**config.mk**
```make
export PLATFORM = sky130hd
export DESIGN_NAME = tmr_irq_flags
export DESIGN_NICKNAME = d
export VERILOG_FILES = /design/src/rtl/tmr_flag_pkg.sv /design/src/rtl/tmr_rst_sync.sv /design/src/rtl/tmr_cmp_track.sv /design/src/rtl/tmr_flag_bank.sv /design/src/rtl/tmr_irq_flags.sv
export SDC_FILE = /design/constraint.sdc
export NUM_CORES = 1
export LEC_CHECK = 0
export ABC_CLOCK_PERIOD_IN_PS = 800
export BUFFER_PORTS_ARGS = -buffer_cell sky130_fd_sc_hd__buf_2
export CELL_PAD_IN_SITES_DETAIL_PLACEMENT = 1
export CELL_PAD_IN_SITES_GLOBAL_PLACEMENT = 2
export CORE_MARGIN = 4
export CORE_UTILIZATION = 14
export DETAILED_ROUTE_END_ITERATION = 10
export GPL_TIMING_DRIVEN = 0
export HOLD_SLACK_MARGIN = 0.06
export PLACE_DENSITY_LB_ADDON = 0.15
export SLEW_MARGIN = 25
export SYNTH_ARGS = -nofsm -noshare
export SYNTH_HDL_FRONTEND = slang
export SYNTH_SLANG_ARGS = --single-unit
```
**constraint.sdc**
```tcl
create_clock -name clk -period 0.8 [get_ports clk]
set_input_delay 0.24 -clock clk [delete_from_list [all_inputs] [get_ports clk]]
set_output_delay 0.24 -clock clk [all_outputs]
set_load 0.005 [all_outputs]
```
**src/rtl/tmr_flag_pkg.sv**
```systemverilog
package tmr_flag_pkg;
  localparam int FLAG_W = 8;
  localparam int EXT_W  = 4;

  localparam int B_X2_CMP = 7;
  localparam int B_X2_OVF = 6;
  localparam int B_CAP    = 5;
  localparam int B_CMP_A  = 4;
  localparam int B_CMP_B  = 3;
  localparam int B_OVF    = 2;
  localparam int B_X0_CMP = 1;
  localparam int B_X0_OVF = 0;

  typedef enum logic [1:0] {
    WM_NORMAL  = 2'd0,
    WM_CLR_CMP = 2'd1,
    WM_PWM_F   = 2'd2,
    WM_PWM_P   = 2'd3
  } wave_mode_e;
endpackage

```
**src/rtl/tmr_rst_sync.sv**
```systemverilog
module tmr_rst_sync #(
  parameter int STAGES = 2
) (
  input  logic clk,
  input  logic rst_n,
  output logic rst_sync_n
);
  logic [STAGES-1:0] sync_q;

  always_ff @(posedge clk or negedge rst_n) begin
    if (!rst_n) sync_q <= '0;
    else        sync_q <= {sync_q[STAGES-2:0], 1'b1};
  end

  assign rst_sync_n = sync_q[STAGES-1];
endmodule

```
**src/rtl/tmr_cmp_track.sv**
```systemverilog
module tmr_cmp_track #(
  parameter int CNT_W = 16
) (
  input  logic             clk,
  input  logic             rst_n,
  input  logic             tick_en,
  input  logic [CNT_W-1:0] cnt,
  input  logic [CNT_W-1:0] ref_val,
  input  logic             force_i,
  output logic             hit_o
);
  logic match_q, match_d;

  always_comb begin
    match_d = match_q;
    if (tick_en) match_d = (cnt == ref_val) && !force_i;
  end

  always_ff @(posedge clk or negedge rst_n) begin
    if (!rst_n) match_q <= 1'b0;
    else        match_q <= match_d;
  end

  assign hit_o = tick_en && match_q;
endmodule

```
**src/rtl/tmr_flag_bank.sv**
```systemverilog
module tmr_flag_bank #(
  parameter int W = 8
) (
  input  logic         clk,
  input  logic         rst_n,
  input  logic [W-1:0] set_i,
  input  logic [W-1:0] clr_i,
  output logic [W-1:0] flag_o
);
  logic [W-1:0] flag_q, flag_d;

  for (genvar i = 0; i < W; i++) begin : g_bit
    always_comb begin
      flag_d[i] = flag_q[i];
      if (clr_i[i]) flag_d[i] = 1'b0;
      if (set_i[i]) flag_d[i] = 1'b1;
    end

    always_ff @(posedge clk or negedge rst_n) begin
      if (!rst_n) flag_q[i] <= 1'b0;
      else        flag_q[i] <= flag_d[i];
    end
  end

  assign flag_o = flag_q;
endmodule

```
**src/rtl/tmr_irq_flags.sv**
```systemverilog
module tmr_irq_flags
  import tmr_flag_pkg::*;
#(
  parameter int CNT_W = 16
) (
  input  logic             clk,
  input  logic             rst_n,
  input  logic             tick_en,
  input  logic [CNT_W-1:0] cnt_val,
  input  logic [CNT_W-1:0] cmp_a_val,
  input  logic [CNT_W-1:0] cmp_b_val,
  input  logic             force_a,
  input  logic             force_b,
  input  logic             cap_evt,
  input  logic             cap_is_top,
  input  logic [CNT_W-1:0] cap_top,
  input  logic [1:0]       wave_mode,
  input  logic             wrap_evt,
  input  logic             mode_ovf_evt,
  input  logic [EXT_W-1:0] ext_evt,
  input  logic             wr_en,
  input  logic [FLAG_W-1:0] wr_data,
  input  logic [FLAG_W-1:0] ack,
  input  logic [FLAG_W-1:0] irq_mask,
  output logic [FLAG_W-1:0] rd_data,
  output logic [FLAG_W-1:0] irq_req
);
  localparam int NCH = 2;

  logic              rst_sync_n;
  logic [CNT_W-1:0]  ch_ref [NCH];
  logic [NCH-1:0]    ch_force;
  logic [NCH-1:0]    ch_hit;
  logic [FLAG_W-1:0] set_vec, clr_vec, flags;
  logic              cap_set, ovf_set;
  wave_mode_e        mode;

  tmr_rst_sync #(.STAGES(2)) i_rst_sync (
    .clk        (clk),
    .rst_n      (rst_n),
    .rst_sync_n (rst_sync_n)
  );

  assign ch_ref[0]   = cmp_a_val;
  assign ch_ref[1]   = cmp_b_val;
  assign ch_force[0] = force_a;
  assign ch_force[1] = force_b;

  for (genvar c = 0; c < NCH; c++) begin : g_ch
    tmr_cmp_track #(.CNT_W(CNT_W)) i_cmp (
      .clk     (clk),
      .rst_n   (rst_sync_n),
      .tick_en (tick_en),
      .cnt     (cnt_val),
      .ref_val (ch_ref[c]),
      .force_i (ch_force[c]),
      .hit_o   (ch_hit[c])
    );
  end

  always_comb begin
    mode = wave_mode_e'(wave_mode);
    if (cap_is_top) cap_set = tick_en && (cnt_val == cap_top);
    else            cap_set = cap_evt;
    case (mode)
      WM_NORMAL, WM_CLR_CMP: ovf_set = wrap_evt;
      default:               ovf_set = mode_ovf_evt;
    endcase
  end

  always_comb begin
    set_vec           = '0;
    set_vec[B_X2_CMP] = ext_evt[3];
    set_vec[B_X2_OVF] = ext_evt[2];
    set_vec[B_CAP]    = cap_set;
    set_vec[B_CMP_A]  = ch_hit[0];
    set_vec[B_CMP_B]  = ch_hit[1];
    set_vec[B_OVF]    = ovf_set;
    set_vec[B_X0_CMP] = ext_evt[1];
    set_vec[B_X0_OVF] = ext_evt[0];
    clr_vec           = ack | (wr_en ? wr_data : '0);
  end

  tmr_flag_bank #(.W(FLAG_W)) i_bank (
    .clk    (clk),
    .rst_n  (rst_sync_n),
    .set_i  (set_vec),
    .clr_i  (clr_vec),
    .flag_o (flags)
  );

  assign rd_data = flags;
  assign irq_req = flags & irq_mask;
endmodule

```
==> impl_metrics.csv <==
group,metric,value,unit
run_status,status,"complete, but fails checks",
run_status,violations,"setup timing",
clocking,cts_tree,"done",
synthesis,yosys.area.top_type,"xor2_1",
drt,drc_errors,0,
worst_setup_path,startpoint,"i_bank.flag_o[4]$_DFFE_PN0P_",
synthesis,syn-cell-area,0.001059,mm²
drt,wl_per_cell,13.12,µm
final_layout,nNetsFinal,348,
final_layout,fin_util,27.16,%
floorplanning,start_util,14.52,%
place,placedCellCount,335,
synthesis,synth_seq_cells,12,
synthesis,syn_avg_cell_area,8.895,µm²
synthesis,synth_fp_nets,223,
place,place_area,0.001769,mm²
final_layout,finalNonFillerCells,341,
worst_setup_path,crit_slowest_cell,"dfrtp_1",
clocking,cts-root-buf,"clkbuf_8",
synthesis,ys_seq_area_share,28.37,%
final_layout,fin_area,0.001981,mm²
place,dpl.hpwl,4056,µm
final_layout,drive_gt1_share,55.79,%
worst_setup_path,cp.arrival,0.90,ns
worst_hold_path,hp-class,"register to async pin",
floorplanning,die_h,94.95,µm
worst_setup_path,cp.depth,2,
synthesis,ys.warnings.count,0,
global_routing,grt_max_degree,11,
global_routing,grtUsageTotal,9.601,%
clocking,insertion_delay,0.23,ns
global_routing,grtUsageMet3,3.426,%
synthesis,syn_inst,119,
worst_setup_path,worstSetupStartpointType,"register",
drt,viasPerCell,3.780,
floorplanning,rows,31,
floorplanning,io-pin-count,120,
clocking,cts-htree-levels,1,
place,io_buffers,117,
worst_setup_path,path_max_fanout,3,
sta,final-setup-viol-count,20,
floorplanning,die_w,94.95,µm
pwr,peakVddDrop,410.9,µV
sta,fmax,879.2,MHz
global_routing,grt_pass1_vias,1396,
worst_setup_path,reg2reg_depth,3,
global_routing,grt_pass1_wl,6610,µm
pwr,leakagePower,1.016,nW
final_layout,area_growth,87.12,%
sta,setup_slack,-0.3374,ns
global_routing,met2_usage,18.38,%
synthesis,netlist.area_leader.share,37.23,%
drt,num_vias,1289,
global_routing,use_met1,10.18,%
worst_setup_path,path_cells,"and2_1 > buf_2",
worst_setup_path,crit_type,"register to output port",
floorplanning,dieArea,0.009016,mm²
sta,slew_violations,0,
sta,final.min_clock_period,1.137,ns
sta,fin_skew,0.0009338,ns
synthesis,ys_types,20,
sta,rsz0062_at_grt,"yes",
floorplanning,core_area,0.007292,mm²
clocking,cts_made_buffers,3,
drt,wl,4474,µm
sta,period_share,142.2,%
clocking,cts_num_sinks,12,
drt,drtIter0Drc,13,
clocking,clk_path_buf_depth,2,
place,gp_congestion,0.6999,
worst_setup_path,reg2reg_from,"i_bank.flag_o[0]$_DFFE_PN0P_",
drt,ant_nets,0,
global_routing,grt_overflow,0,
worst_setup_path,crit_required,0.56,ns
sta,setup_tns,-4.662,ns
run,maxCapViolations,0,
synthesis,ys_top_cells_by_area,"xor2_1, dfrtp_1, nor4_1",
worst_setup_path,cp-end-kind,"output port",
global_routing,grt_antenna_before_repair,0,
pwr,powerDensity,980.3,mW/mm²
sta,hold_violations,0,
worst_setup_path,crit_buf_inv,1,
clocking,clk_pin_slew,0.05,ns
global_routing,busiest_layer,"met2",
worst_setup_path,slowest_delay,0.40,ns
final_layout,n_fill_cell,937,
final_layout,num_antenna_cells,0,
worst_setup_path,cp_top_family,"flip-flops",
drt,drtPass1Iterations,3,
==> state kept, by name, indices dropped and copies added (netlist names) <==
| name | count |
|---|---|
| i_bank.flag_o | 8 |
| g_ch.i_cmp.match_q | 2 |
| i_rst_sync.sync_q | 2 |
==> power breakdown <==
group | total (mW) | internal, mW | switching, mW
logic | 0.737 | 0.426 | 0.311
clock network | 0.541 | 0.331 | 0.210
registers | 0.664 | 0.637 | 0.0269
total | 1.94 | 1.39 | 0.548
==> final timing paths <==
path | endpoint | slack, ns
hold / removal | i_bank.flag_o[3]$_DFFE_PN0P_ | 0.18
min in group clk | i_bank.flag_o[7]$_DFFE_PN0P_ | 0.19
setup / recovery | irq_req[4] | -0.34
max in group asynchronous | g_ch[0].i_cmp.match_q$_DFFE_PN0P_ | 0.32
hold reg to reg | i_bank.flag_o[3]$_DFFE_PN0P_ | 0.18
setup reg to reg | i_bank.flag_o[0]$_DFFE_PN0P_ | -0.11
==> placed cells by master, fill, tap and decap left out <==
| cell type | netlist | final |
|---|---|---|
| a31o_2 | 4 | 3 |
| a31o_4 | 0 | 1 |
| a32o_1 | 2 | 2 |
| a32oi_1 | 1 | 1 |
| and2_1 | 8 | 8 |
| buf_2 | 0 | 105 |
| buf_6 | 0 | 13 |
| buf_8 | 0 | 1 |
| clkbuf_2 | 0 | 1 |
| clkbuf_8 | 0 | 3 |
| conb_1 | 1 | 1 |
| dfrtp_1 | 12 | 12 |
| dlygate4sd3_1 | 0 | 1 |
| inv_1 | 10 | 10 |
| mux2i_1 | 1 | 1 |
| nand2_1 | 9 | 9 |
| nand3_1 | 3 | 3 |
| nand3b_1 | 1 | 1 |
| nand4_1 | 1 | 1 |
| nand4b_1 | 2 | 2 |
| nor3_1 | 3 | 2 |
| nor3_2 | 0 | 1 |
| nor4_1 | 9 | 3 |
| nor4_2 | 0 | 6 |
| o21ai_1 | 1 | 1 |
| o22ai_1 | 2 | 2 |
| xnor2_1 | 3 | 3 |
| xor2_1 | 45 | 44 |
| xor2_2 | 0 | 1 |
==> cell usage after synthesis <==
cell and number:
xnor2_1 3, a31o_2 4, inv_1 10, nor3_1 3
mux2i_1 1, nand2_1 9, dfrtp_1 12, a32o_1 2
nand4b_1 2, o21ai_1 1, conb_1 1, nand3_1 3
nand4_1 1, nand3b_1 1, xor2_1 45, and2_1 8
clkbuf_1 1, a32oi_1 1, nor4_1 9, o22ai_1 2
==> layer usage <==
metal  share of wire, %  up-vias  routed length [µm]
li1                   -      646                   -
met1                 36      586                1591
met2                 55       55                2463
met3                8.7        2                 388
met4               0.67        0                  30
met5                  0        -                   0
==> through the flow <==
step	hold WS [ns]	power (mW)	setup WS, ns
after CTS	0.1851	1.958	-0.3538
after global routing	0.1892	2.093	-0.3796
after floorplan	-0.05559	0.9159	-0.1187
final	0.1794	1.942	-0.3374
after global placement	0.02662	1.323	-0.5784
after detailed placement	0.02650	1.325	-0.5513
==> logic make-up after synthesis <==
logic type / count (synthesis) / share of synthesized area (%)
XOR/XNOR: 48 / 39.72
flip-flops: 12 / 28.37
multiplexers: 1 / 0.9457
AO/OA/AOI/OAI: 10 / 7.682
buffers and inverters: 11 / 3.901
other: 1 / 0.3543
AND/OR/NAND/NOR: 36 / 19.03
==> area by class of cell <==
class / instances / area [µm²] / share of cell area, %
Inverter: 10 / 37.54 / 1.895
Clock buffer: 3 / 41.29 / 2.085
Buffer: 1 / 5.005 / 0.2527
Multi-Input combinational cell: 96 / 775.7 / 39.17
Tap cell: 99 / 123.9 / 6.254
Timing Repair Buffer: 120 / 696.9 / 35.19
Sequential cell: 12 / 300.3 / 15.16
==> what timing repair did <==
item | 4_1_cts | 5_1_grt
hold buffers | 1 | 0
pin swaps | 21 | 8
endpoints found under the hold margin | 2 | 0
cloned | 0 | 0
buffers inserted | 2 | 1
gates resized for setup | 20 | 11
endpoints found under the setup margin | 19 | 20
No activity file was read; power rests on OpenSTA's default activity.
